[src/rtl/pll_div_pkg.sv]
package pll_div_pkg;

  typedef enum logic [1:0] {
    PH_IDLE   = 2'd0,
    PH_COARSE = 2'd1,
    PH_FINE   = 2'd2
  } phase_e;

  // Range thresholds on the raw divider and the prefixes they select
  localparam int unsigned BAND_DIRECT_LIM = 'h100;
  localparam int unsigned BAND_MID_LIM    = 'h200;
  localparam int unsigned BAND_PLAIN_LIM  = 'h400;
  localparam int unsigned BAND_HALF_LIM   = 'h800;

  localparam int unsigned PFX_DIRECT = 'hC00;
  localparam int unsigned PFX_MID    = 'h800;
  localparam int unsigned PFX_HALF   = 'h200;
  localparam int unsigned PFX_QUART  = 'h400;

  localparam int unsigned MANT_MASK  = 'h1FF;

endpackage

[src/rtl/restoring_divider.sv]
module restoring_divider #(
  parameter int NUM_W = 26,
  parameter int DEN_W = 18
) (
  input  logic             clk,
  input  logic             rst_n,
  input  logic             start_i,
  input  logic [NUM_W-1:0] num_i,
  input  logic [DEN_W-1:0] den_i,
  output logic             busy_o,
  output logic             done_o,
  output logic [NUM_W-1:0] quot_o
);
  localparam int CNT_W = $clog2(NUM_W + 1);

  logic [NUM_W-1:0] shreg_q;
  logic [DEN_W-1:0] rem_q;
  logic [DEN_W-1:0] den_q;
  logic [CNT_W-1:0] cnt_q;
  logic             busy_q;
  logic             done_q;

  logic [DEN_W:0]   trial;
  logic [DEN_W:0]   diff;
  logic             fits;

  // One restoring step: bring down the next dividend bit, subtract if it fits
  always_comb begin
    trial = {rem_q, shreg_q[NUM_W-1]};
    diff  = trial - {1'b0, den_q};
    fits  = ~diff[DEN_W];
  end

  always_ff @(posedge clk) begin
    if (!rst_n) begin
      shreg_q <= '0;
      rem_q   <= '0;
      den_q   <= '0;
      cnt_q   <= '0;
      busy_q  <= 1'b0;
      done_q  <= 1'b0;
    end else begin
      done_q <= 1'b0;
      if (!busy_q && start_i) begin
        shreg_q <= num_i;
        rem_q   <= '0;
        den_q   <= den_i;
        cnt_q   <= CNT_W'(NUM_W);
        busy_q  <= 1'b1;
      end else if (busy_q) begin
        rem_q   <= fits ? diff[DEN_W-1:0] : trial[DEN_W-1:0];
        shreg_q <= {shreg_q[NUM_W-2:0], fits};
        cnt_q   <= cnt_q - CNT_W'(1);
        if (cnt_q == CNT_W'(1)) begin
          busy_q <= 1'b0;
          done_q <= 1'b1;
        end
      end
    end
  end

  assign busy_o = busy_q;
  assign done_o = done_q;
  assign quot_o = shreg_q;

endmodule

[src/rtl/pll_word_encoder.sv]
module pll_word_encoder
  import pll_div_pkg::*;
#(
  parameter int RAW_W = 12
) (
  input  logic [RAW_W-1:0] raw_i,
  output logic [RAW_W-1:0] word_o,
  output logic [RAW_W-1:0] adj_o
);
  logic [RAW_W-1:0] half_mant;
  logic [RAW_W-1:0] quart_mant;
  logic [RAW_W-1:0] plain_mant;

  always_comb begin
    plain_mant = raw_i & RAW_W'(MANT_MASK);
    half_mant  = (raw_i >> 1) & RAW_W'(MANT_MASK);
    quart_mant = (raw_i >> 2) & RAW_W'(MANT_MASK);

    if (raw_i < RAW_W'(BAND_DIRECT_LIM)) begin
      word_o = raw_i + RAW_W'(PFX_DIRECT);
      adj_o  = raw_i;
    end else if (raw_i < RAW_W'(BAND_MID_LIM)) begin
      word_o = raw_i + RAW_W'(PFX_MID);
      adj_o  = raw_i;
    end else if (raw_i < RAW_W'(BAND_PLAIN_LIM)) begin
      word_o = plain_mant;
      adj_o  = raw_i;
    end else if (raw_i < RAW_W'(BAND_HALF_LIM)) begin
      word_o = half_mant + RAW_W'(PFX_HALF);
      adj_o  = {raw_i[RAW_W-1:1], 1'b0};
    end else begin
      word_o = quart_mant + RAW_W'(PFX_QUART);
      adj_o  = {raw_i[RAW_W-1:2], 2'b00};
    end
  end

endmodule

[src/rtl/pll_rate_encoder.sv]
module pll_rate_encoder
  import pll_div_pkg::*;
#(
  parameter int REF_HZ = 28224000,
  parameter int MIN_HZ = 6900,
  parameter int MAX_HZ = 219000,
  parameter int RATE_W = 18,
  parameter int RAW_W  = 12
) (
  input  logic              clk,
  input  logic              rst_n,
  input  logic              start_i,
  input  logic [RATE_W-1:0] freq_i,
  output logic              busy_o,
  output logic              done_o,
  output logic              err_o,
  output logic [7:0]        word_hi_o,
  output logic [7:0]        word_lo_o,
  output logic [RATE_W-1:0] rate_o
);
  localparam int NUM_W = $clog2(2 * REF_HZ + 1);

  phase_e            phase_q;
  logic              div_start;
  logic [NUM_W-1:0]  div_num;
  logic [RATE_W-1:0] div_den;
  logic              div_busy;
  logic              div_done;
  logic [NUM_W-1:0]  div_quot;

  logic [NUM_W-1:0]  quot_m1;
  logic [RAW_W-1:0]  raw_div;
  logic [RAW_W-1:0]  enc_word;
  logic [RAW_W-1:0]  enc_adj;
  logic [RAW_W-1:0]  word_pend_q;

  logic              in_range;
  logic              req_ok;

  logic [7:0]        hi_q;
  logic [7:0]        lo_q;
  logic [RATE_W-1:0] rate_q;
  logic              err_q;
  logic              done_q;

  assign in_range = (freq_i >= RATE_W'(MIN_HZ)) && (freq_i <= RATE_W'(MAX_HZ));
  assign req_ok   = (phase_q == PH_IDLE) && start_i && in_range;

  // First pass divides twice the reference by the request, second pass
  // divides the reference by the adjusted divider plus one.
  always_comb begin
    div_start = req_ok || ((phase_q == PH_COARSE) && div_done);
    if (phase_q == PH_IDLE) begin
      div_num = NUM_W'(2 * REF_HZ);
      div_den = freq_i;
    end else begin
      div_num = NUM_W'(REF_HZ);
      div_den = RATE_W'(enc_adj) + RATE_W'(1);
    end
  end

  assign quot_m1 = div_quot - NUM_W'(1);
  assign raw_div = quot_m1[RAW_W:1];

  restoring_divider #(
    .NUM_W (NUM_W),
    .DEN_W (RATE_W)
  ) u_div (
    .clk     (clk),
    .rst_n   (rst_n),
    .start_i (div_start),
    .num_i   (div_num),
    .den_i   (div_den),
    .busy_o  (div_busy),
    .done_o  (div_done),
    .quot_o  (div_quot)
  );

  pll_word_encoder #(
    .RAW_W (RAW_W)
  ) u_enc (
    .raw_i  (raw_div),
    .word_o (enc_word),
    .adj_o  (enc_adj)
  );

  always_ff @(posedge clk) begin
    if (!rst_n) begin
      phase_q     <= PH_IDLE;
      word_pend_q <= '0;
      hi_q        <= '0;
      lo_q        <= '0;
      rate_q      <= '0;
      err_q       <= 1'b0;
      done_q      <= 1'b0;
    end else begin
      done_q <= 1'b0;
      unique case (phase_q)
        PH_IDLE: begin
          if (start_i) begin
            if (in_range) begin
              phase_q <= PH_COARSE;
            end else begin
              err_q  <= 1'b1;
              done_q <= 1'b1;
            end
          end
        end
        PH_COARSE: begin
          if (div_done) begin
            word_pend_q <= enc_word;
            phase_q     <= PH_FINE;
          end
        end
        PH_FINE: begin
          if (div_done) begin
            hi_q    <= 8'(word_pend_q >> 8);
            lo_q    <= word_pend_q[7:0];
            rate_q  <= div_quot[RATE_W-1:0];
            err_q   <= 1'b0;
            done_q  <= 1'b1;
            phase_q <= PH_IDLE;
          end
        end
        default: phase_q <= PH_IDLE;
      endcase
    end
  end

  assign busy_o    = (phase_q != PH_IDLE);
  assign done_o    = done_q;
  assign err_o     = err_q;
  assign word_hi_o = hi_q;
  assign word_lo_o = lo_q;
  assign rate_o    = rate_q;

endmodule

[config.mk]
export PLATFORM = sky130hd
export DESIGN_NAME = pll_rate_encoder
export DESIGN_NICKNAME = d
export VERILOG_FILES = /design/src/rtl/pll_div_pkg.sv /design/src/rtl/restoring_divider.sv /design/src/rtl/pll_word_encoder.sv /design/src/rtl/pll_rate_encoder.sv
export SDC_FILE = /design/constraint.sdc
export NUM_CORES = 1
export LEC_CHECK = 0
export BUFFER_PORTS_ARGS = -buffer_cell sky130_fd_sc_hd__clkbuf_2
export CAP_MARGIN = 30
export CORE_AREA = 2 2 105 107
export CTS_CLUSTER_SIZE = 25
export DETAILED_ROUTE_END_ITERATION = 6
export DIE_AREA = 0 0 107 109
export PLACE_DENSITY = 0.82
export SLEW_MARGIN = 20
export SYNTH_ARGS = -nofsm -noshare
export SYNTH_HDL_FRONTEND = slang
export SYNTH_SLANG_ARGS = --single-unit
[constraint.sdc]
create_clock -name clk -period 4.4 [get_ports clk]
set_input_delay 0.44 -clock clk [delete_from_list [all_inputs] [get_ports clk]]
set_output_delay 0.44 -clock clk [all_outputs]
set_load 0.02 [all_outputs]
==> run summary, run 1 <==
The effective utilization at floorplan came out at 0.583. Synthesis produced 759 cells. Following the worst setup path forward leads to its endpoint at u_div.den_q[4]$_SDFFE_PN0P_. Internal power comes to 2220 uW.

The aggregate global routing overflow came out at 0. Of the total power, the clock network draws 0.357. A synthesized cell averages 8.14 sq um. The number of library cell types mapped by synthesis is 67. The number of placed I/O pins came out at 58. The congestion estimate from routability-driven global placement came to 0.939.

The share of the yosys chip area belonging to registers came out at 0.373. The startpoint identified for the worst register-to-register timing path is u_div.quot_o[0]$_SDFFE_PN0P_. Setup repair after global routing left no endpoint under its margin. The total length of routed wires is 14600 microns. Setup violations remaining at the end of the flow were counted as 0. The number of search-and-repair iterations in the first detailed-routing pass is 5. Power spread over the standard cell area amounts to around 470 mW/mm^2. Along the worst path, the maximum fanout reaches 20. The insertion delay of the later-clocked pin in the worst-skew pair came out at 0.53 ns. The final-report max-slew violation count is 0. STA classifies the critical path endpoint as a register. The setup TNS after final layout came out at 0 ns. The TritonCTS clock tree is done. The detailed-route wire length per cell is about 15 microns. The final-report hold violation count is 0. The initialized floorplan defines 38 standard-cell rows. The flop and latch count out of synthesis is 115. The slew at the pin with the worst max-slew slack came out at 0.822 ns.

The chip width is approximately 110 microns. The die boundary height is 109 microns. The worst path meets setup with 0.694 ns of slack. In this run the static leakage power is 0.00275 uW. For this run, the post-layout net count is between 800 and 900. The summed instance area of the synthesized netlist came out at 0.00618 sq mm.

The count of hold buffers inserted by post-cts repair is 0. The number of synthesized flops with an enable pin is 0. Post-CTS timing repair inserted 0 buffers for setup. The largest net degree at the start of global routing is 46. The wire length of the first global-routing pass came out at between 20000 and 25000 microns.

At the placement stage, the worst setup path has a slack of around 0.76 ns. The sink count of the clock tree came out at 115. The number of global-route vias before repair is 5251. The fraction of power consumed by combinational cells came out at 0.293.

The timing-limited maximum frequency came out at 270 MHz. The nature of the critical path startpoint is a register. The count of nets left with antenna violations once routing finished came out at 0. The clock passes through at most 2 buffers. The number of remaining DRC errors came out at 0.

The share of layout cells above drive strength 1 came out at 0.149. In the synthesized netlist the dominant register cell turns out to be dfxtp_1. The placed instance count came out at 911. Setup slack on the worst reg-to-reg path comes out at 0.69 ns.

The peak supply drop came out at roughly 0.31 mV. The required time at the endpoint of the critical path came out at 4.83 ns. Tracing the worst setup path back leads to its startpoint at u_div.quot_o[0]$_SDFFE_PN0P_.

The wire-length estimate of the detail-placed layout is between 10000 and 15000 microns. The total of buffers placed on input and output ports came out at 53. The number of antenna diodes in the final layout is 0. The total global routing track utilization is 0.263. The TritonCTS buffer count is 17. The data arrival time of the critical path came out at between 4 and 5 ns. The flow ran to the end, and the final reports show no timing, DRC or antenna violations. The standard cell core area is 0.0106 sq mm. Clock-pin slew was measured on the worst setup and hold paths at 0.06 ns. The initial detailed-routing violation count is 317. For this run, the number of Yosys warnings is 0. The number of antenna violations at the first check in global routing came out at 0. The tightest min-delay check is of the primary input to register type. The detailed-route via count is approximately 5.5k. The final core utilization is 0.655. The via-per-instance ratio is slightly below 6. The number of fillers in the final layout came out at approximately 900. Sorting the synthesized cells by area gives the leading types as dfxtp_1 37%, nand2_1 8.1%, a21oi_1 5.6%. The number of cells on the worst reg-to-reg path is 13. Of the total power, the share spent switching nets is 0.328.

The share of the synthesized area in the top cell type is 0.373. The count of max-cap constraint violations came out at 0. The post-route fraction of the period consumed by the critical path is 0.842. The share of total power dissipated in sequential elements is 0.350. The clock skew is 0.00636 ns. Compared with the post-synthesis result, the final layout area differs by 12.5%. In this run the tightest slew margin relative to its limit is 0.449.

The die covers 0.0117 sq mm. The switching power summed over all nets is 1080 uW. The number of H-tree branching levels came out at 4. The clock period could shrink to 3.71 ns.

By startpoint and endpoint, the worst setup path is classified as register to register. The capture instance of the worst register-to-register path is u_div.den_q[4]$_SDFFE_PN0P_. The number of cells upsized or downsized after cts came out at 0. The final standard cell count with taps included and fillers excluded is 943. In the synthesized netlist the async set-or-reset flop fraction comes to 0. The library cell used as clock root buffer is clkbuf_8.

The cell accounting for the most synthesized area is dfxtp_1.
==> final cells by class <==
cell class                      count  area [sq um]  share of cell area
Multi-Input combinational cell    562          3500               0.503
Clock inverter                     11          63.8             0.00918
Inverter                           34           128              0.0184
Timing Repair Buffer               61           337              0.0484
Sequential cell                   115          2300               0.331
Clock buffer                       20           445              0.0641
Tap cell                          140           175              0.0252
==> synth_stat cells, drive strengths merged, types with 3 or more instances <==
library cell and number:
a31oi 7, inv 32, nand3 19, nor3 17
o21a 7, or3 8, o211ai 12, xnor2 27
mux2 3, nand2 135, a21oi 69, clkbuf 33
nand4 5, nand2b 4, nor2b 4, o21ai 26
a221oi 9, ha 25, o221a 10, a21o 4
dfxtp 115, nor2 67, o21bai 3, a211oi 26
xor2 12, buf 18, mux2i 25, and3 5
==> power groups by stage <==
stage / combinational (uW) / sequential, uW / clock (uW)
floorplan: 816 / 1160 / 0
global placement: 923 / 1170 / 0
detailed placement: 948 / 1170 / 0
CTS: 959 / 1150 / 1190
global route: 1070 / 1160 / 1240
finish: 965 / 1150 / 1180
==> through the flow <==
step           hold slack, ns  area [sq um]  total power [uW]
4_1_cts                 0.158          6930              3310
2_1_floorplan           0.429          6190              1970
5_1_grt                 0.189          6950              3480
6_report                0.181          6950              3300
3_5_place_dp            0.449          6420              2120
3_3_place_gp            0.443          6410              2090
==> worst max-delay path, cell delays in order, from the launching register on <==
cell	delay (ns)
dfxtp_1	0.40
inv_1	0.07
ha_1	0.26
nand2_2	0.14
nor3_2	0.06
xnor2_2	0.64
ha_1	0.67
nor2b_1	0.34
ha_1	0.24
nand2_1	0.13
xor2_1	0.17
nor2_1	0.14
a211oi_1	0.07
a211oi_1	0.26
==> layout by cell type (no fill, tap or decap), types with 5 or more instances in the layout <==
cell | netlist | final
and3_1 | 5 | 5
xor2_1 | 11 | 11
clkbuf_2 | 0 | 53
nand3_1 | 18 | 18
o21ai_0 | 22 | 22
a31oi_1 | 7 | 7
or3_1 | 8 | 8
a221oi_1 | 9 | 9
o211ai_1 | 12 | 12
nor2_1 | 66 | 66
buf_4 | 9 | 6
nand4_1 | 5 | 5
clkinv_2 | 0 | 8
a21oi_1 | 69 | 69
nor3_1 | 14 | 14
xnor2_1 | 24 | 24
mux2i_1 | 25 | 25
clkbuf_16 | 0 | 16
dfxtp_1 | 115 | 114
o21a_1 | 7 | 7
inv_1 | 32 | 32
o221a_2 | 10 | 10
nand2_1 | 133 | 133
a211oi_1 | 26 | 26
ha_1 | 25 | 25
==> routing by layer <==
metal	global-route usage	wire length [microns]
met1	0.324	6540
met2	0.441	6950
met3	0.0723	817
met4	0.100	290
met5	0	0
==> worst min path at each step <==
stage,from,endpoint,cells past startpoint
final,freq_i[17],u_div.den_q[17]$_SDFFE_PN0P_,3
after global routing,freq_i[17],u_div.den_q[17]$_SDFFE_PN0P_,3
after CTS,freq_i[17],u_div.den_q[17]$_SDFFE_PN0P_,3
after detailed placement,rate_o[4]$_SDFFE_PN0P_,rate_o[4]$_SDFFE_PN0P_,2
after global placement,u_div.den_q[17]$_SDFFE_PN0P_,u_div.den_q[17]$_SDFFE_PN0P_,2
after floorplan,word_pend_q[8]$_SDFFE_PN0P_,word_hi_o[0]$_SDFFE_PN0P_,2
==> cell families after synthesis <==
family,count (synthesis),share of synthesized area
AO/OA/AOI/OAI,190,0.204
XOR/XNOR,39,0.0620
adder cells (fa/ha/maj),26,0.0539
buffers and inverters,85,0.0634
flip-flops,115,0.373
multiplexers,28,0.0460
other,1,0.000607
AND/OR/NAND/NOR,275,0.198
==> registers in the layout, summed over array words and instances (netlist names), 2 cells and up <==
| register | cells |
|---|---|
| u_div.rem_q | 18 |
| word_pend_q | 12 |
| u_div.cnt_q | 5 |
| u_div.quot_o | 26 |
| rate_o | 18 |
| phase_q | 2 |
| word_hi_o | 4 |
| u_div.den_q | 18 |
| word_lo_o | 8 |
Power figures use the tool's default switching activity.
==> run 2: changes to the inputs <==
==> constraint.sdc (replaced) <==
create_clock -name clk -period 3.5 [get_ports clk]
set_input_delay 0.35 -clock clk [delete_from_list [all_inputs] [get_ports clk]]
set_output_delay 0.35 -clock clk [all_outputs]
set_load 0.02 [all_outputs]
==> run summary, run 2 (synthesis gave the netlist of run 1 again) <==
The run finished with clean final reports. The number of antenna repair diodes came out at 0 (unchanged). The total of buffers placed on input and output ports came out at 53 (unchanged).

The total length of routed wires is 14900 microns (+2.1%). The flip-flop count of the largest register after layout is 26 (unchanged). The capture instance of the worst register-to-register path is u_div.den_q[7]$_SDFFE_PN0P_.

The number of fillers in the final layout is 876 (-2.4%). The highest fanout seen on the critical path is 8 (-60%). The number of search-and-repair iterations in the first detailed-routing pass is 5 (unchanged). The setup TNS after final layout came out at 0 ns (unchanged).

The delay of the slowest cell on the worst path came to 0.46 ns (-0.21 ns). The post-route fraction of the period consumed by the critical path is 0.924 (+0.0818). The aggregate global routing overflow came out at 0 (unchanged). The worst setup path category is register to register. The peak supply drop is 0.387 mV (+24%). The buffer count from post-CTS setup fixing was 0 (unchanged). The effective utilization at floorplan came out at 0.583 (unchanged). The worst setup timing slack at the placement stage is 0.418 ns (-0.341 ns). The worst setup slack for register-to-register paths was 0.27 ns (-0.43 ns).

The area growth from synthesis to final layout came out at 14.4%. The slew at the pin with the worst max-slew slack came to 0.736 ns (-0.0856 ns). The number of H-tree branching levels came out at 4 (unchanged). The total global routing track utilization is 0.262 (-0.00137). The worst setup slack after layout is 0.266 ns (-0.428 ns). The final weighted congestion of routability-driven global placement is 0.952 (+1.4%). The detailed-route via count is 5503 (+0.64%).

Setup repair after global routing left no endpoint under its margin. The total buffers and inverters traversed by the critical path came out at 2 (+1). Traced cell by cell, the critical path runs through nor4_4, nand2_1, nor2_1, xor2_1, buf_4, inv_1, ha_1, nor2b_1, nand3_1, nor2_1, nand4_1, xnor2_1, nand2_1, a311oi_1.

The share of layout cells above drive strength 1 is 0.157 (+0.00716). The clock skew came to 0.00743 ns (+0.00107 ns). The number of remaining DRC errors came out at 0 (unchanged).

The share of total power consumed by net switching came out at 0.313 (-0.0146). The final-report max-slew violation count was 0 (unchanged). The worst hold path belongs to the class primary input to register. The relative contribution of sequential cells to total power is 0.331 (-0.019).

TritonCTS built the clock tree. The buffer depth of the longest clock path is 2 (unchanged). In this run the worst setup path begins at u_div.quot_o[2]$_SDFFE_PN0P_. The data arrival time of the critical path is 3.65 ns (-0.49 ns). The static leakage power came out at 0.00282 uW (+2.4%).

Among cell families on the critical path, the largest total delay comes from simple AND/OR/NAND/NOR gates. The launch instance of the worst register-to-register path is u_div.quot_o[2]$_SDFFE_PN0P_. The number of global-route vias before repair came out at 5175 (-1.4%). The required time at the endpoint of the critical path is 3.92 ns (-0.91 ns).

The final-report hold violation count came out at 0 (unchanged). The total power divided by cell area is 619 mW/mm^2 (+30%). The count of standard-cell rows is 38 (unchanged).

The clock group share of total power came out at 0.384 (+0.027). The switching power summed over all nets came out at 1370 uW (+27%). The number of antenna violations at the first check in global routing is 0 (unchanged). The number of cells on the worst reg-to-reg path came out at 14 (+1). The clock period minus final worst setup slack is 3.23 ns (-0.472 ns). The final count of negative-setup-slack endpoints is 0 (unchanged).

In the layout the commonest cells are 133 x nand2_1, 114 x dfxtp_1, 69 x a21oi_1. The sink count of the clock tree came out at 115 (unchanged). The number of cells upsized or downsized after cts was 0 (unchanged). The TritonCTS buffer count came out at 17 (unchanged). The via-per-instance ratio is 5.79 (-0.21%). The standard cell core area is 0.0106 sq mm (unchanged). The post-route antenna net violation count came out at 0 (unchanged).

The largest net degree at the start of global routing was 48 (+4.3%). The total internal power is 3010 uW (+36%). The clock input transition at the sequential cells of the worst setup and hold paths is 0.05 ns (about the same). The wire length of the first global-routing pass is 24200 microns (-1.0%). The count of max-cap constraint violations is 0 (unchanged). The nature of the critical path startpoint is a register.

The fraction of power consumed by combinational cells came to 0.285 (-0.008). The chip width came out at 107 microns (unchanged). The final net count is 845 (+0.84%).

The root buffer cell chosen for the clock tree is clkbuf_8. The slowest stage of the critical path belongs to the cell nor4_4. The path with the worst hold slack has its endpoint at u_div.den_q[14]$_SDFFE_PN0P_. The post-DP HPWL is 10600 microns (+4.4%). Leaving out fill and tap cells, the most frequent cell in the layout is nand2_1.

The number of placed I/O pins is 58 (unchanged). The initial detailed-routing violation count came out at 308 (-2.8%). The insertion delay of the later-clocked pin in the worst-skew pair came out at 0.53 ns (about the same). STA classifies the critical path endpoint as a register.

The timing-limited maximum frequency came out at 309 MHz (+15%). The source of the worst hold timing path is freq_i[14]. The die boundary height is 109 microns (unchanged). The die footprint came out at 0.0117 sq mm (unchanged).

The worst slew slack as a fraction of its limit came out at 0.509 (+0.0593). The count of hold buffers inserted by post-cts repair is 0 (unchanged). The cell count of the worst hold path came out at 3 (unchanged). The detailed-route wire length per cell is 15.7 microns (+1.2%).
## run 2: cell types whose count changed in the layout (fill, tap and decap cells not counted)
| cell | before | now |
|---|---|---|
| buf_4 | 6 | 13 |
| clkinv_2 | 8 | 5 |
| bufinv_16 | 0 | 2 |
| clkbuf_8 | 3 | 5 |
| clkbuf_1 | 1 | 2 |
| clkinv_4 | 1 | 0 |
| clkinvlp_4 | 2 | 1 |
| inv_6 | 0 | 1 |
## run 2: per-layer routing
metal,vias up,track usage,wire length [microns]
li1,2724,-,-
met1,2603,0.307,6400
met2,143,0.455,7380
met3,33,0.0598,746
met4,0,0.123,384
met5,-,0,0
## run 2: per-stage QoR
step | total power (uW) | hold WS, ns | cells | cell area (sq um) | utilization
after CTS | 4400 | 0.0728 | 950 | 7060 | 0.665
final | 4380 | 0.101 | 951 | 7070 | 0.667
after global routing | 4580 | 0.106 | 951 | 7070 | 0.667
after detailed placement | 2710 | 0.445 | 918 | 6480 | 0.611
after floorplan | 2480 | 0.429 | 762 | 6190 | -
after global placement | 2680 | 0.441 | 917 | 6470 | 0.610
## run 2: cell type report
class	count	area, sq um	area share
sequential	115	2300	0.326
tap	140	175	0.0248
timing repair buffer	68	389	0.0550
multi-input combinational	562	3500	0.495
clock inverter	9	101	0.0143
clock buffer	23	477	0.0674
inverter	34	128	0.0180
## run 2: worst reg2reg max path: stages (launching register included)
cell	delay [ns]
dfxtp_1	0.40
nor4_4	0.46
nand2_1	0.14
nor2_1	0.14
xor2_1	0.08
buf_4	0.16
inv_1	0.13
ha_1	0.21
nor2b_1	0.27
nand3_1	0.16
nor2_1	0.23
nand4_1	0.14
xnor2_1	0.20
nand2_1	0.09
a311oi_1	0.33
## run 2: worst max-delay path by stage
stage	endpoint	slack, ns	cells after the start
finish	u_div.den_q[7]$_SDFFE_PN0P_	0.27	14
global route	u_div.den_q[7]$_SDFFE_PN0P_	0.05	14
CTS	u_div.den_q[7]$_SDFFE_PN0P_	0.31	14
detailed placement	u_div.den_q[12]$_SDFFE_PN0P_	0.42	13
global placement	u_div.den_q[12]$_SDFFE_PN0P_	0.55	13
floorplan	u_div.den_q[12]$_SDFFE_PN0P_	0.16	15
## run 2: power groups by stage
| stage | registers, uW | clock network [uW] | logic [uW] |
|---|---|---|---|
| floorplan | 1450 | 0 | 1030 |
| global placement | 1470 | 0 | 1210 |
| detailed placement | 1470 | 0 | 1230 |
| CTS | 1450 | 1710 | 1240 |
| global route | 1460 | 1750 | 1380 |
| finish | 1450 | 1680 | 1250 |
